**config.mk**
```make
export PLATFORM = sky130hd
export DESIGN_NAME = hazard_scoreboard
export DESIGN_NICKNAME = d
export VERILOG_FILES = /design/src/rtl/hsb_pkg.sv /design/src/rtl/hsb_idx_decode.sv /design/src/rtl/hsb_pend_bank.sv /design/src/rtl/hsb_use_bank.sv /design/src/rtl/hazard_scoreboard.sv
export SDC_FILE = /design/constraint.sdc
export NUM_CORES = 1
export LEC_CHECK = 0
export BUFFER_PORTS_ARGS = -buffer_cell sky130_fd_sc_hd__buf_2
export CAP_MARGIN = 20
export CORE_MARGIN = 2
export CORE_UTILIZATION = 35
export DETAILED_ROUTE_END_ITERATION = 8
export PLACE_DENSITY = 0.6
export SLEW_MARGIN = 20
export SYNTH_ARGS = -nofsm -noshare
export SYNTH_HDL_FRONTEND = slang
export SYNTH_SLANG_ARGS = --single-unit
```
**constraint.sdc**
```tcl
create_clock -name clk -period 4.04 [get_ports clk]
set_input_delay 0.202 -clock clk [delete_from_list [all_inputs] [get_ports clk]]
set_output_delay 0.202 -clock clk [all_outputs]
set_load 0.01 [all_outputs]
```
**src/rtl/hsb_pkg.sv**
```systemverilog
// Shared types for the hazard scoreboard.
// Assumes nothing beyond IEEE 1800-2017 packed structs.
package hsb_pkg;

    // One bit per hazard class reported at the issue point.
    typedef struct packed {
        logic raw;
        logic waw;
        logic war;
    } hsb_flags_t;

endpackage

```
**src/rtl/hsb_idx_decode.sv**
```systemverilog
// Turns a group of (valid, index) fields into a per-register hit count.
// Assumes: index 0 is a constant register, so its count is always zero.
// The count width covers the case where every input names the same register.
module hsb_idx_decode #(
    parameter int NUM_REGS = 32,
    parameter int IDX_W    = 5,
    parameter int NUM_IN   = 2,
    localparam int CW      = $clog2(NUM_IN + 1)
) (
    input  logic [NUM_IN-1:0]       vld_i,
    input  logic [NUM_IN*IDX_W-1:0] idx_i,
    output logic [NUM_REGS*CW-1:0]  cnt_o
);

    for (genvar r = 0; r < NUM_REGS; r++) begin : g_reg
        if (r == 0) begin : g_zero
            // Register 0 never matches.
            assign cnt_o[CW-1:0] = '0;
        end else begin : g_live
            logic [CW-1:0] acc;
            // Count the valid inputs whose index equals this register.
            always_comb begin
                acc = '0;
                for (int k = 0; k < NUM_IN; k++) begin
                    if (vld_i[k] && (idx_i[k*IDX_W +: IDX_W] == IDX_W'(r))) begin
                        acc = acc + CW'(1);
                    end
                end
            end
            assign cnt_o[r*CW +: CW] = acc;
        end
    end

endmodule

```
**src/rtl/hsb_pend_bank.sv**
```systemverilog
// Holds one pending-write bit per register.
// Assumes: reserve and release masks already exclude register 0.
// A reservation overrides a release on the same register in the same cycle.
module hsb_pend_bank #(
    parameter int NUM_REGS = 32
) (
    input  logic                clk,
    input  logic                rst_n,
    input  logic [NUM_REGS-1:0] reserve_i,
    input  logic [NUM_REGS-1:0] release_i,
    output logic [NUM_REGS-1:0] pend_o
);

    logic [NUM_REGS-1:0] pend_q;

    // Update reservations; reset clears them all.
    always_ff @(posedge clk) begin
        if (!rst_n) begin
            pend_q <= '0;
        end else begin
            pend_q <= reserve_i | (pend_q & ~release_i);
        end
    end

    assign pend_o = pend_q;

endmodule

```
**src/rtl/hsb_use_bank.sv**
```systemverilog
// Counts outstanding unread source uses per register.
// Assumes: no register ever gets more than 2**CNT_W-1 unread uses, and
// an operand-read event only names a register that has a use outstanding.
module hsb_use_bank #(
    parameter int NUM_REGS = 32,
    parameter int CNT_W    = 3,
    parameter int INC_W    = 2,
    parameter int DEC_W    = 2
) (
    input  logic                      clk,
    input  logic                      rst_n,
    input  logic                      inc_en_i,
    input  logic [NUM_REGS*INC_W-1:0] inc_i,
    input  logic [NUM_REGS*DEC_W-1:0] dec_i,
    output logic [NUM_REGS*CNT_W-1:0] cnt_o,
    output logic [NUM_REGS-1:0]       busy_o
);

    for (genvar r = 0; r < NUM_REGS; r++) begin : g_cnt
        logic [CNT_W-1:0] cnt_q;
        logic [CNT_W-1:0] add_v;
        logic [CNT_W-1:0] sub_v;

        // Pick this register's increment (only on acceptance) and decrement.
        always_comb begin
            add_v = inc_en_i ? CNT_W'(inc_i[r*INC_W +: INC_W]) : '0;
            sub_v = CNT_W'(dec_i[r*DEC_W +: DEC_W]);
        end

        // Apply the net change once per cycle.
        always_ff @(posedge clk) begin
            if (!rst_n) begin
                cnt_q <= '0;
            end else begin
                cnt_q <= cnt_q + add_v - sub_v;
            end
        end

        assign cnt_o[r*CNT_W +: CNT_W] = cnt_q;
        assign busy_o[r]               = |cnt_q;
    end

endmodule

```
**src/rtl/hazard_scoreboard.sv**
```systemverilog
// Issue-point hazard scoreboard. It tests the read and write sets of the
// candidate instruction against the pending-write bits and the unread-use
// counts, and it updates both records from acceptance, completion and
// operand-read events.
// Assumes: in-order issue, one candidate per cycle, register 0 constant.
module hazard_scoreboard
    import hsb_pkg::*;
#(
    parameter int NUM_REGS = 32,
    parameter int NUM_CMP  = 2,
    parameter int NUM_RDP  = 2,
    parameter int CNT_W    = 3,
    localparam int IDX_W   = $clog2(NUM_REGS)
) (
    input  logic                     clk,
    input  logic                     rst_n,
    input  logic                     issue_req,
    input  logic                     src0_vld,
    input  logic [IDX_W-1:0]         src0_idx,
    input  logic                     src1_vld,
    input  logic [IDX_W-1:0]         src1_idx,
    input  logic                     dst_vld,
    input  logic [IDX_W-1:0]         dst_idx,
    input  logic [NUM_CMP-1:0]       cmp_vld,
    input  logic [NUM_CMP*IDX_W-1:0] cmp_idx,
    input  logic [NUM_RDP-1:0]       rdone_vld,
    input  logic [NUM_RDP*IDX_W-1:0] rdone_idx,
    output logic                     stall,
    output logic                     haz_raw,
    output logic                     haz_waw,
    output logic                     haz_war
);

    localparam int SRC_W = $clog2(3);
    localparam int CMP_W = $clog2(NUM_CMP + 1);
    localparam int RDP_W = $clog2(NUM_RDP + 1);

    logic [NUM_REGS*SRC_W-1:0] rd_cnt;
    logic [NUM_REGS-1:0]       wr_hit;
    logic [NUM_REGS*CMP_W-1:0] cmp_cnt;
    logic [NUM_REGS*RDP_W-1:0] rdone_cnt;
    logic [NUM_REGS-1:0]       rd_hit;
    logic [NUM_REGS-1:0]       rel_hit;
    logic [NUM_REGS-1:0]       pend_q;
    logic [NUM_REGS-1:0]       busy;
    logic [NUM_REGS*CNT_W-1:0] use_cnt_q;
    logic [NUM_REGS-1:0]       reserve;
    hsb_flags_t                flags;
    logic                      accept;

    hsb_idx_decode #(.NUM_REGS(NUM_REGS), .IDX_W(IDX_W), .NUM_IN(2)) u_src_dec (
        .vld_i ({src1_vld, src0_vld}),
        .idx_i ({src1_idx, src0_idx}),
        .cnt_o (rd_cnt)
    );

    hsb_idx_decode #(.NUM_REGS(NUM_REGS), .IDX_W(IDX_W), .NUM_IN(1)) u_dst_dec (
        .vld_i (dst_vld),
        .idx_i (dst_idx),
        .cnt_o (wr_hit)
    );

    hsb_idx_decode #(.NUM_REGS(NUM_REGS), .IDX_W(IDX_W), .NUM_IN(NUM_CMP)) u_cmp_dec (
        .vld_i (cmp_vld),
        .idx_i (cmp_idx),
        .cnt_o (cmp_cnt)
    );

    hsb_idx_decode #(.NUM_REGS(NUM_REGS), .IDX_W(IDX_W), .NUM_IN(NUM_RDP)) u_rdp_dec (
        .vld_i (rdone_vld),
        .idx_i (rdone_idx),
        .cnt_o (rdone_cnt)
    );

    // Reduce per-register counts to hit masks where only presence matters.
    for (genvar r = 0; r < NUM_REGS; r++) begin : g_mask
        assign rd_hit[r]  = |rd_cnt[r*SRC_W +: SRC_W];
        assign rel_hit[r] = |cmp_cnt[r*CMP_W +: CMP_W];
    end

    // Hazard classes by set intersection against the current record.
    always_comb begin
        flags.raw = issue_req & (|(rd_hit & pend_q));
        flags.waw = issue_req & (|(wr_hit & pend_q));
        flags.war = issue_req & (|(wr_hit & busy));
    end

    assign haz_raw = flags.raw;
    assign haz_waw = flags.waw;
    assign haz_war = flags.war;
    assign stall   = flags.raw | flags.waw | flags.war;
    assign accept  = issue_req & ~stall;
    assign reserve = wr_hit & {NUM_REGS{accept}};

    hsb_pend_bank #(.NUM_REGS(NUM_REGS)) u_pend (
        .clk       (clk),
        .rst_n     (rst_n),
        .reserve_i (reserve),
        .release_i (rel_hit),
        .pend_o    (pend_q)
    );

    hsb_use_bank #(
        .NUM_REGS (NUM_REGS),
        .CNT_W    (CNT_W),
        .INC_W    (SRC_W),
        .DEC_W    (RDP_W)
    ) u_use (
        .clk      (clk),
        .rst_n    (rst_n),
        .inc_en_i (accept),
        .inc_i    (rd_cnt),
        .dec_i    (rdone_cnt),
        .cnt_o    (use_cnt_q),
        .busy_o   (busy)
    );

endmodule

```
Word-level counts from Yosys, hierarchy flattened:

Index checks and enable logic that the tools add are counted.

* add/sub/neg operators: 155
* equal/unequal tests: 217
* multiplexer cells: 248
* bitwise operators: 14
* reductions and logical operators: 313

Operator list (count)
* $eq 5x5->1 const B: 112
* $eq 5x4->1 const B: 56
* $mux 2: 124
* $logic_and 1x1->1: 217
* $add 1x1->2 const B: 93
* $and 32x32->32: 5
* $eq 5x3->1 const B: 28
* $mux 1: 124
* $reduce_or 2->1: 62
* $reduce_or 32->1: 3
* $add 3x3->3: 31
* $reduce_or 3->1: 31
* $sub 3x2->3: 31
* $eq 5x2->1 const B: 14
* $eq 5x1->1 const B: 7
* $not 32->32: 1
* $or 32x32->32: 1
* $and 1x1->1: 4
* $or 1x1->1: 2
* $not 1->1: 1

* register bits: 125
* bits of input ports: 45
* output and inout port bits: 4

Depth between registers and ports, before layout:

Gate-level depths: netlist (run 1).

* depth after elaboration: 16
* gate-level depth with buffers: 19

By module:

From an unflattened synthesis (run 1), not the netlist that was laid out.

* cell total of the unflattened synthesis: 1357
* area, all modules: 11997.8 µm²

By module, submodules not included
* hsb_use_bank: instances 1, cells each 593, area an instance 6394.9 µm², sequential area each 1921.8 µm²
* hsb_idx_decode (u_cmp_dec ...): instances 3, cells each 129, area an instance 883.3 µm², sequential area each 0.0 µm²
* hazard_scoreboard: instances 1, cells each 199, area an instance 1367.6 µm², sequential area each 0.0 µm²
* hsb_pend_bank: instances 1, cells each 99, area an instance 1114.8 µm², sequential area each 640.6 µm²
* hsb_idx_decode (u_dst_dec): instances 1, cells each 79, area an instance 470.5 µm², sequential area each 0.0 µm²

Worst setup path before layout (run 1):

No wires, ideal clock.

* path type: input -> register
* start point: in src0_idx[0]
* end point: reg u_use.g_cnt[13].cnt_q[2]
* setup time: 0.115 ns
* data arrival time: 3.845 ns
* path slack: 0.080 ns
* stages: 18
* buffers on the path: 2
* cells stage by stage: clkbuf_1 -> nor2_1 -> nand3_1 -> nor3_1 -> inv_1 -> ha_1 -> nor2b_1 -> a2111oi_0 -> nand4_1 -> nor3_2 -> clkbuf_1 -> nand2_1 -> or3_1 -> fa_1 -> fa_1 -> xor2_1 -> xnor2_1 -> and2_1

* word-level cells in the longest chain between the ends: 16
* elaborated cells between the ends (all ways): 196

Ends and longest elaborated chain
* from (decl): line hazard_scoreboard.sv:19 `input logic [IDX_W-1:0] src0_idx,`
* $eq 5x1->1, or another cell as far along: line hsb_idx_decode.sv:25 `if (vld_i[k] && (idx_i[k*IDX_W +: IDX_W] == IDX_W'(r))) begin`
* $logic_and 1x1->1: line hsb_idx_decode.sv:25
* $mux 1: line hsb_idx_decode.sv:25
* $add 1x1->2: line hsb_idx_decode.sv:26 `acc = acc + CW'(1);`
* $mux 2: line hsb_idx_decode.sv:25
* $reduce_or 2->1: line hazard_scoreboard.sv:77 `assign rd_hit[r] = |rd_cnt[r*SRC_W +: SRC_W];`
* $and 32x32->32: line hazard_scoreboard.sv:83 `flags.raw = issue_req & (|(rd_hit & pend_q));`
* $reduce_or 32->1: line hazard_scoreboard.sv:83
* $and 1x1->1: line hazard_scoreboard.sv:83
* $or 1x1->1 (2 in a row): line hazard_scoreboard.sv:91 `assign stall = flags.raw | flags.waw | flags.war;`
* $not 1->1: line hazard_scoreboard.sv:92 `assign accept = issue_req & ~stall;`
* $and 1x1->1: line hazard_scoreboard.sv:92
* $mux 2 (*): line hsb_use_bank.sv:26 `add_v = inc_en_i ? CNT_W'(inc_i[r*INC_W +: INC_W]) : '0;`
* $add 3x3->3 (*): line hsb_use_bank.sv:35 `cnt_q <= cnt_q + add_v - sub_v;`
* $sub 3x2->3 (*): line hsb_use_bank.sv:35
* to (signal assigned): line hsb_use_bank.sv:35
* to (decl): line hsb_use_bank.sv:20 `logic [CNT_W-1:0] cnt_q;`

Every way passes the cells marked *; elsewhere a longest branch is shown, timed or not.
A chain may end at the register's enable or synchronous reset.

Worst setup path in the final report (run 1):

* start point: reg u_use.g_cnt[6].cnt_q[2]
* end point: reg u_use.g_cnt[21].cnt_q[2]

* word-level cells in the longest chain between the ends: 10

Ends and longest elaborated chain
* from (decl): line hsb_use_bank.sv:20
* from (signal assigned): line hsb_use_bank.sv:35
* $reduce_or 3->1: line hsb_use_bank.sv:40 `assign busy_o[r] = |cnt_q;`
* $and 32x32->32: line hazard_scoreboard.sv:85 `flags.war = issue_req & (|(wr_hit & busy));`
* $reduce_or 32->1: line hazard_scoreboard.sv:85
* $and 1x1->1: line hazard_scoreboard.sv:85
* $or 1x1->1: line hazard_scoreboard.sv:91
* $not 1->1: line hazard_scoreboard.sv:92
* $and 1x1->1: line hazard_scoreboard.sv:92
* $mux 2: line hsb_use_bank.sv:26
* $add 3x3->3: line hsb_use_bank.sv:35
* $sub 3x2->3: line hsb_use_bank.sv:35
* to (signal assigned): line hsb_use_bank.sv:35
* to (decl): line hsb_use_bank.sv:20

No other way between the ends.

==> results of run 1 <==
final timing paths:
check,slack [ps],start,endpoint,cells after the start
max reg2reg,150,u_use.g_cnt[6].cnt_q[2],u_use.g_cnt[21].cnt_q[2],12
max,150,u_use.g_cnt[6].cnt_q[2],u_use.g_cnt[21].cnt_q[2],12
min,270,rst_n,u_use.g_cnt[30].cnt_q[1],2
min reg2reg,480,u_pend.pend_o[14],u_pend.pend_o[14],2
registers in the layout (all words and copies together), names as in the netlist:
register           flops
u_use.g_cnt.cnt_q     93
u_pend.pend_o         31
per-layer routing:
metal  GRT usage  vias up  wire [um]
met3      0.0451       90       2230
met4       0.108        0       1720
met1       0.267     4692      15100
li1            -     4813          -
met5           0        -          0
met2       0.362      310      16500
timing repair:
| action | CTS | global route |
|---|---|---|
| pin swaps | 0 | 5 |
| endpoints found under the setup margin | 19 | 30 |
| hold buffers | 0 | 0 |
| setup buffers | 0 | 1 |
| gates resized for setup | 4 | 19 |
| cloned | 0 | 1 |
cell families after synthesis:
kind of cell / Yosys count / synth area share
XOR/XNOR: 62 / 0.0477
adder cells (fa/ha/maj): 217 / 0.280
flip-flops: 124 / 0.218
multiplexers: 5 / 0.00440
AND/OR/NAND/NOR: 590 / 0.275
AO/OA/AOI/OAI: 112 / 0.0771
buffers and inverters: 272 / 0.0982
metrics by stage:
| step | total power [mW] | setup slack (ps) | cells |
|---|---|---|---|
| 6_report | 3.84 | 152 | 1976 |
| 5_1_grt | 4.00 | 8.31 | 1976 |
| 4_1_cts | 3.85 | 0.00977 | 1973 |
| 3_5_place_dp | 1.99 | -424 | 1941 |
| 3_3_place_gp | 1.98 | -394 | 1941 |
| 2_1_floorplan | 1.72 | 79.7 | 1382 |
layout by cell type (no fill, tap or decap), types with 3 or more instances in the layout:
cell type    n
o21ai_0      7
nand4bb_1    3
a2111oi_0    3
dfxtp_1    124
o41ai_1     24
mux2i_1      5
xnor2_1     31
buf_2       47
or2_2        4
nor2_1     117
o2111a_1     3
nor3_4       3
fa_2         4
buf_12       6
and2_1      80
nand4_1      8
ha_1       155
buf_4      137
inv_1      199
xor2_1      30
fa_1        58
nor2b_1     51
o221ai_1     4
o31ai_1     11
or3_1       16
nand2_1    110
a22oi_1     35
nor3_1      65
clkbuf_16   18
o22ai_1      6
a2111oi_2    3
nand3_1     55
bufinv_16    6
clkinv_4     4
nand3b_1     3
nor4_1       3
nor3_2      25
nand2b_1    28
a21oi_1      3
area by class of cell:
| cell class | instances | area share |
|---|---|---|
| antenna | 1 | 0.000182 |
| inverter | 199 | 0.0542 |
| timing repair buffer | 192 | 0.103 |
| clock inverter | 13 | 0.0172 |
| clock buffer | 19 | 0.0329 |
| multi-input combinational | 986 | 0.572 |
| sequential | 124 | 0.180 |
| tap | 442 | 0.0402 |
power breakdown:
group,internal (mW),switching [mW]
combinational,0.289,0.402
sequential,1.27,0.0353
clock,1.19,0.650
total,2.75,1.09
worst max-delay path: stages, from the launching register on:
cell and delay [ps]:
dfxtp_1 320, nor3_1 350, nor2_1 90, o21ai_0 280
and3_4 260, or4b_4 520, clkbuf_16 240, or3_1 380
fa_1 470, fa_1 440, xor2_1 170, xnor2_1 120
and2_1 150
==> results.cfg, run 1 <==
[status]
status = completed

[synthesis]
synth_area_um2 = 11400
ys_ff_latch = 124
async_reset_ff_frac = 0
synth-edff-count = 0
synth.most_common_cell = inv_1
netlist_top_cells_area = dfxtp_1 22%, ha_1 17%, fa_1 11%, inv_1 6.6%, and2_1 4.4%
yosysWarnings = 0
synthFlopType = dfxtp_1
synth_common_cells = 199 x inv_1, 155 x ha_1, 124 x dfxtp_1
ys_seq_area_frac = 0.218
synth.top_cell.area_share = 0.218
yosys.area.top_type = dfxtp_1
ys_types = 61
syn_inst = 1382
synth.avg_cell_area_um2 = 8.23
synth_nets = 1644

[cells_and_area]
fin_area_um2 = 13800
multi_input_area_um2 = 7880
fin_util = 0.426
nFillCells = 3247
regArea_um2 = 2480
area_growth_pct = 21.0
final_net_count = 1782
layout-drive-gt1-share = 0.177

[setup_path]
start_kind = register
critical_path_arrival_ps = 4230
crit_fanout = 22
path_class = reg2reg
cp.required_ps = 4380
end_kind = register

[route]
ant_nets = 0
post-route-drc-count = 0
firstDrtPassIters = 8
dr.first_iter.drc_count = 756
num_vias = 9905
viasPerCell = 5.01
routed_wl_um = 35600
avgRoutedWirePerCell_um = 18.0

[floorplan]
rows = 66
dieArea_um2 = 34000
ioPinCount = 49
die_y_um = 184
initial_core_util = 0.352
chipWidth_um = 184
core_area_um2 = 32300

[worst_hold_path]
worstHoldPathType = in2reg

[clocking]
cts_buffers = 17
cts-root-buf = clkbuf_16
cts.sinks = 124
clkSlewWorstSetupHoldPaths_ps = 70
clockBufferDepth = 2
insertion_delay_ps = 440
htreeDepth = 4
cts_tree = done

[timing]
hold_viol = 0
fmax_mhz = 257
setup_viol = 0
finalCriticalPeriod_ps = 3890
slew_headroom = 0.330
rsz0062_at_grt = false
tightest_slew_ps = 992
finalMaxSlewViolations = 0
tns_ps = 0
whs_ps = 275
fin_skew_ps = 15.8
fin_crit_sh = 0.962

[global_routing]
grt-ovfl-total = 0
grt_max_degree = 88
grt_pass1_vias = 10100
grt_pass1_wl_um = 55600
grt_util_all_layers = 0.218
antenna_found_initial = 1

[power]
leakagePower_nw = 6.13
ir_drop_v = 0.000241
p_per_area_nw_per_um2 = 279

[job]
maxCapViolations = 0

[placement]
place.gp.congestion = 0.960
io_buffers = 48
hpwl_um = 28100
placed_cell_area_um2 = 12900
(Power assumes the default switching activity.)
==> run 2: changes to the inputs <==
--- a/config.mk
+++ b/config.mk
@@ -5,12 +5,14 @@
 export SDC_FILE = /design/constraint.sdc
 export NUM_CORES = 1
 export LEC_CHECK = 0
+export ABC_CLOCK_PERIOD_IN_PS = 4040
 export BUFFER_PORTS_ARGS = -buffer_cell sky130_fd_sc_hd__buf_2
 export CAP_MARGIN = 20
 export CORE_MARGIN = 2
 export CORE_UTILIZATION = 35
 export DETAILED_ROUTE_END_ITERATION = 8
 export PLACE_DENSITY = 0.6
+export REMOVE_ABC_BUFFERS = 1
 export SLEW_MARGIN = 20
 export SYNTH_ARGS = -nofsm -noshare
 export SYNTH_HDL_FRONTEND = slang
==> results.cfg, run 2 (synthesis gave the netlist of run 1 again) <==
[status]
status = completed

[setup_path]
start_kind = register
crit_fanout = 33
cp_top_family = simple AND/OR/NAND/NOR gates
r2r-start = u_use.g_cnt[4].cnt_q[1]
critical_path_arrival_ps = 4200
critPathLaunch = u_use.g_cnt[4].cnt_q[1]
path_class = reg2reg
end_kind = register
crit_slowest_cell = or4b_4
cp.required_ps = 4360
critPathBufInv = 1
slowest_delay_ps = 510
cp_common_cell = nor3_1
crit_chain = nor3_1 -> nor3_1 -> nor3_1 -> and3_1 -> or4b_4 -> buf_12 -> or3_1 -> fa_1 -> fa_1 -> xor2_1 -> xnor2_1 -> and2_1

[power]
swShare = 0.280
p_per_area_nw_per_um2 = 271
p_comb_frac = 0.181
leakagePower_nw = 5.99
pwr-share-seq = 0.357
clkPwrFrac = 0.461
power.switching_mw = 1.02
ir_drop_v = 0.000205
power.internal_mw = 2.63

[timing]
fin_skew_ps = 11.3
finalMaxSlewViolations = 0
fmax_mhz = 258
hold_viol = 0
tightest_slew_ps = 695
fin_crit_sh = 0.960
finalCriticalPeriod_ps = 3880
tns_ps = 0
slew_headroom = 0.536
setup_viol = 0
rsz0062_at_grt = false

[job]
maxCapViolations = 0

[floorplan]
chipWidth_um = 184
initial_core_util = 0.352
core_area_um2 = 32300
rows = 66
die_y_um = 184
ioPinCount = 49
dieArea_um2 = 34000

[placement]
post-place-cells = 1924
io_buffers = 48
place.gp.congestion = 0.985
hpwl_um = 27300

[route]
dr.first_iter.drc_count = 651
avgRoutedWirePerCell_um = 17.5
num_vias = 9820
routed_wl_um = 34200
viasPerCell = 5.01
ant_nets = 0
firstDrtPassIters = 5
post-route-drc-count = 0

[clocking]
insertion_delay_ps = 430
postCtsSetupRepairBufs = 0
htreeDepth = 4
cts.sinks = 124
clkSlewWorstSetupHoldPaths_ps = 60
cts_tree = done
cts_buffers = 17
clockBufferDepth = 2
cts-root-buf = clkbuf_16
hold_buffers = 0

[global_routing]
grt-ovfl-total = 0
grt_util_all_layers = 0.211
grt_pass1_vias = 9862
grt_pass1_wl_um = 54000
antenna_found_initial = 6
grt_max_degree = 66

[worst_hold_path]
hp-start = cmp_idx[1]
worstHoldPathType = in2reg

[cells_and_area]
final_net_count = 1763
largest_reg_flops = 93
largest_register = u_use.g_cnt.cnt_q
final_common_cell = inv_1
layout_common_cells = 199 x inv_1, 155 x ha_1, 124 x dfxtp_1
fin_util = 0.418
nFillCells = 3248
layout-drive-gt1-share = 0.157
final_cells = 1961
area_growth_pct = 18.7
[run 2: final cells by class]
cell class,count,area (um2),share of cell area
Antenna cell,5,12.5,0.000927
Clock buffer,23,478,0.0354
Timing Repair Buffer,173,1250,0.0924
Multi-Input combinational cell,986,7820,0.579
Clock inverter,9,160,0.0119
Tap cell,442,553,0.0410
Inverter,199,747,0.0553
Sequential cell,124,2480,0.184
[run 2: per-stage QoR]
step	worst slack [ps]	hold slack (ps)	power [mW]	cell area (um2)
after CTS	5.30	298	3.68	13500
after global routing	46.3	354	3.80	13500
final	162	310	3.66	13500
after global placement	-117	463	1.97	12800
after detailed placement	-150	468	1.98	12800
after floorplan	-933	324	1.64	11000
[run 2: routing by layer]
| metal | vias up | share of wire | GRT usage |
|---|---|---|---|
| met5 | - | 0.00038 | 0 |
| met4 | 2 | 0.045 | 0.102 |
| met3 | 92 | 0.067 | 0.0539 |
| met2 | 314 | 0.46 | 0.343 |
| met1 | 4634 | 0.42 | 0.259 |
| li1 | 4778 | - | - |
[run 2: power by group through the flow]
stage	clock (mW)	sequential (mW)	combinational, mW
5_1_grt	1.77	1.31	0.726
3_5_place_dp	0	1.33	0.650
6_report	1.69	1.31	0.663
4_1_cts	1.72	1.31	0.657
2_1_floorplan	0	1.32	0.322
3_3_place_gp	0	1.33	0.640
[run 2: tightest hold or removal path, delay by kind of cell]
kind	cells	cell delay (ps)
simple gates	2	170
compound gates	2	220
buf+inv	1	120
[run 2: path summary, 6_finish.rpt]
kind,slack [ps],cells past startpoint,endpoint
max,160,12,u_use.g_cnt[23].cnt_q[2]
min,310,5,u_pend.pend_o[8]
max reg2reg,160,12,u_use.g_cnt[23].cnt_q[2]
min reg2reg,470,2,u_pend.pend_o[14]
[run 2: repair_timing]
action / 4_1_cts / 5_1_grt
gates resized for setup: 3 / 5
endpoints found under the setup margin: 16 / 26
pin swaps: 0 / 2
==> run 3: changes to the inputs <==
--- a/config.mk
+++ b/config.mk
@@ -12,8 +12,10 @@
 export CORE_UTILIZATION = 35
 export DETAILED_ROUTE_END_ITERATION = 8
 export PLACE_DENSITY = 0.6
+export RECOVER_POWER = 100
 export REMOVE_ABC_BUFFERS = 1
 export SLEW_MARGIN = 20
 export SYNTH_ARGS = -nofsm -noshare
 export SYNTH_HDL_FRONTEND = slang
 export SYNTH_SLANG_ARGS = --single-unit
+export TNS_END_PERCENT = 10
==> constraint.sdc (replaced) <==
create_clock -name clk -period 4.04 [get_ports clk]
set_input_delay 0.808 -clock clk [delete_from_list [all_inputs] [get_ports clk]]
set_output_delay 0.808 -clock clk [all_outputs]
set_load 0.01 [all_outputs]
==> results.cfg, run 3 (synthesis gave the netlist of run 1 again) <==
[setup_path]
crit_slowest_cell = fa_1
end_kind = register
cp_common_cell = buf_12
start_kind = input pin
critical_path_arrival_ps = 4550
cp.required_ps = 4370
cp_top_family = simple AND/OR/NAND/NOR gates
slowest_delay_ps = 480
crit_chain = buf_12 -> nor2b_4 -> nand3_4 -> buf_6 -> nor2_4 -> inv_2 -> ha_4 -> inv_1 -> a222oi_1 -> nand4_1 -> nor3_4 -> buf_6 -> buf_12 -> buf_12 -> nand2_1 -> or3_4 -> fa_1 -> fa_2 -> xor2_2 -> xnor2_1 -> and2_1
r2r_slack_ps = 110
critPathBufInv = 7
crit_fanout = 8
path_class = in2reg

[global_routing]
grt_max_degree = 69
grt-ovfl-total = 0
grt_util_all_layers = 0.218
grt_pass1_vias = 10100
grt_pass1_wl_um = 55800
antenna_found_initial = 4

[floorplan]
rows = 66
dieArea_um2 = 34000
die_y_um = 184
chipWidth_um = 184
initial_core_util = 0.352
ioPinCount = 49
core_area_um2 = 32300

[cells_and_area]
layout-drive-gt1-share = 0.279
largest_reg_flops = 93
layout_common_cells = 207 x buf_4, 194 x inv_1, 143 x ha_1
final_cells = 2059
area_growth_pct = 31.7
largest_register = u_use.g_cnt.cnt_q
final_net_count = 1864
final_common_cell = buf_4

[clocking]
cts.sinks = 124
cts-root-buf = clkbuf_16
clkSlewWorstSetupHoldPaths_ps = 60
clockBufferDepth = 2
cts_tree = done
insertion_delay_ps = 440
htreeDepth = 4
hold_buffers = 0
cts_buffers = 17

[route]
avgRoutedWirePerCell_um = 18.0
num_vias = 10500
dr.first_iter.drc_count = 837
post-route-drc-count = 0
viasPerCell = 5.08
routed_wl_um = 37100
firstDrtPassIters = 5
ant_nets = 0

[worst_hold_path]
worstHoldPathType = reg2reg

[timing]
rsz0062_at_grt = true
slew_headroom = 0.545
fmax_mhz = 237
fin_skew_ps = 11.9
hold_viol = 0
finalMaxSlewViolations = 0
fin_crit_sh = 1.04
tns_ps = -2160
tightest_slew_ps = 682
fin_ws_ps = -180
finalCriticalPeriod_ps = 4220
setup_viol = 26

[placement]
io_buffers = 48
post-place-cells = 1998
hpwl_um = 28300
place.gp.congestion = 0.961

[status]
violations = negative setup slack
status = finished, violations left

[power]
ir_drop_v = 0.000201
p_per_area_nw_per_um2 = 253
power_mw = 3.79
leakagePower_nw = 6.67

[job]
maxCapViolations = 0
-- run 3: layout make-up --
cell class              instances  area, um2
well taps                     442        553
clock buffers                  21        470
multi-input cells             986       8370
repair buffers                274       2190
flip-flops and latches        124       2480
diodes                          2       5.00
fillers                      3015      17300
inverters                     199        747
clock inverters                11        165
-- run 3: worst reg2reg max path, delay by kind of cell (launching register included) --
| kind | cells | cell delay, ps |
|---|---|---|
| AO/OA/AOI/OAI | 3 | 530 |
| XOR/XNOR | 2 | 290 |
| buffers and inverters | 2 | 380 |
| adder cells (fa/ha/maj) | 2 | 910 |
| AND/OR/NAND/NOR | 4 | 1420 |
| flip-flops | 1 | 310 |
-- run 3: repair_timing --
action,CTS,global route
pin swaps,12,25
endpoints found under the setup margin,64,53
gates cloned,1,2
buffers inserted,14,11
resized for setup,65,124
-- run 3: where the power goes --
group | switching (mW) | total, mW | internal, mW
registers | 0.0338 | 1.31 | 1.27
logic | 0.430 | 0.777 | 0.347
clock network | 0.629 | 1.71 | 1.08
-- run 3: final timing paths --
path                                                from                        to  depth (start not counted)
worst max register to register  u_use.g_cnt[20].cnt_q[2]  u_use.g_cnt[28].cnt_q[2]                         13
worst max-delay path                         src0_idx[0]  u_use.g_cnt[12].cnt_q[2]                         21
worst min-delay path                   u_pend.pend_o[12]         u_pend.pend_o[12]                          2
worst min register to register         u_pend.pend_o[12]         u_pend.pend_o[12]                          2
-- run 3: routing by layer --
| metal | track usage | wire (um) | vias to the layer above |
|---|---|---|---|
| met3 | 0.0454 | 2360 | 98 |
| li1 | - | - | 4991 |
| met1 | 0.271 | 15700 | 5020 |
| met5 | 0 | 29 | - |
| met2 | 0.358 | 17200 | 340 |
| met4 | 0.109 | 1730 | 4 |
-- run 3: per-stage QoR --
step           area (um2)  setup slack [ps]  hold WS, ps  utilization
2_1_floorplan       11000             -1540          440            -
3_3_place_gp        13400              -950          457        0.415
3_5_place_dp        13400             -1020          468        0.415
4_1_cts             14400             -61.6          477        0.446
5_1_grt             15000              -260          519        0.464
6_report            15000              -180          483        0.464
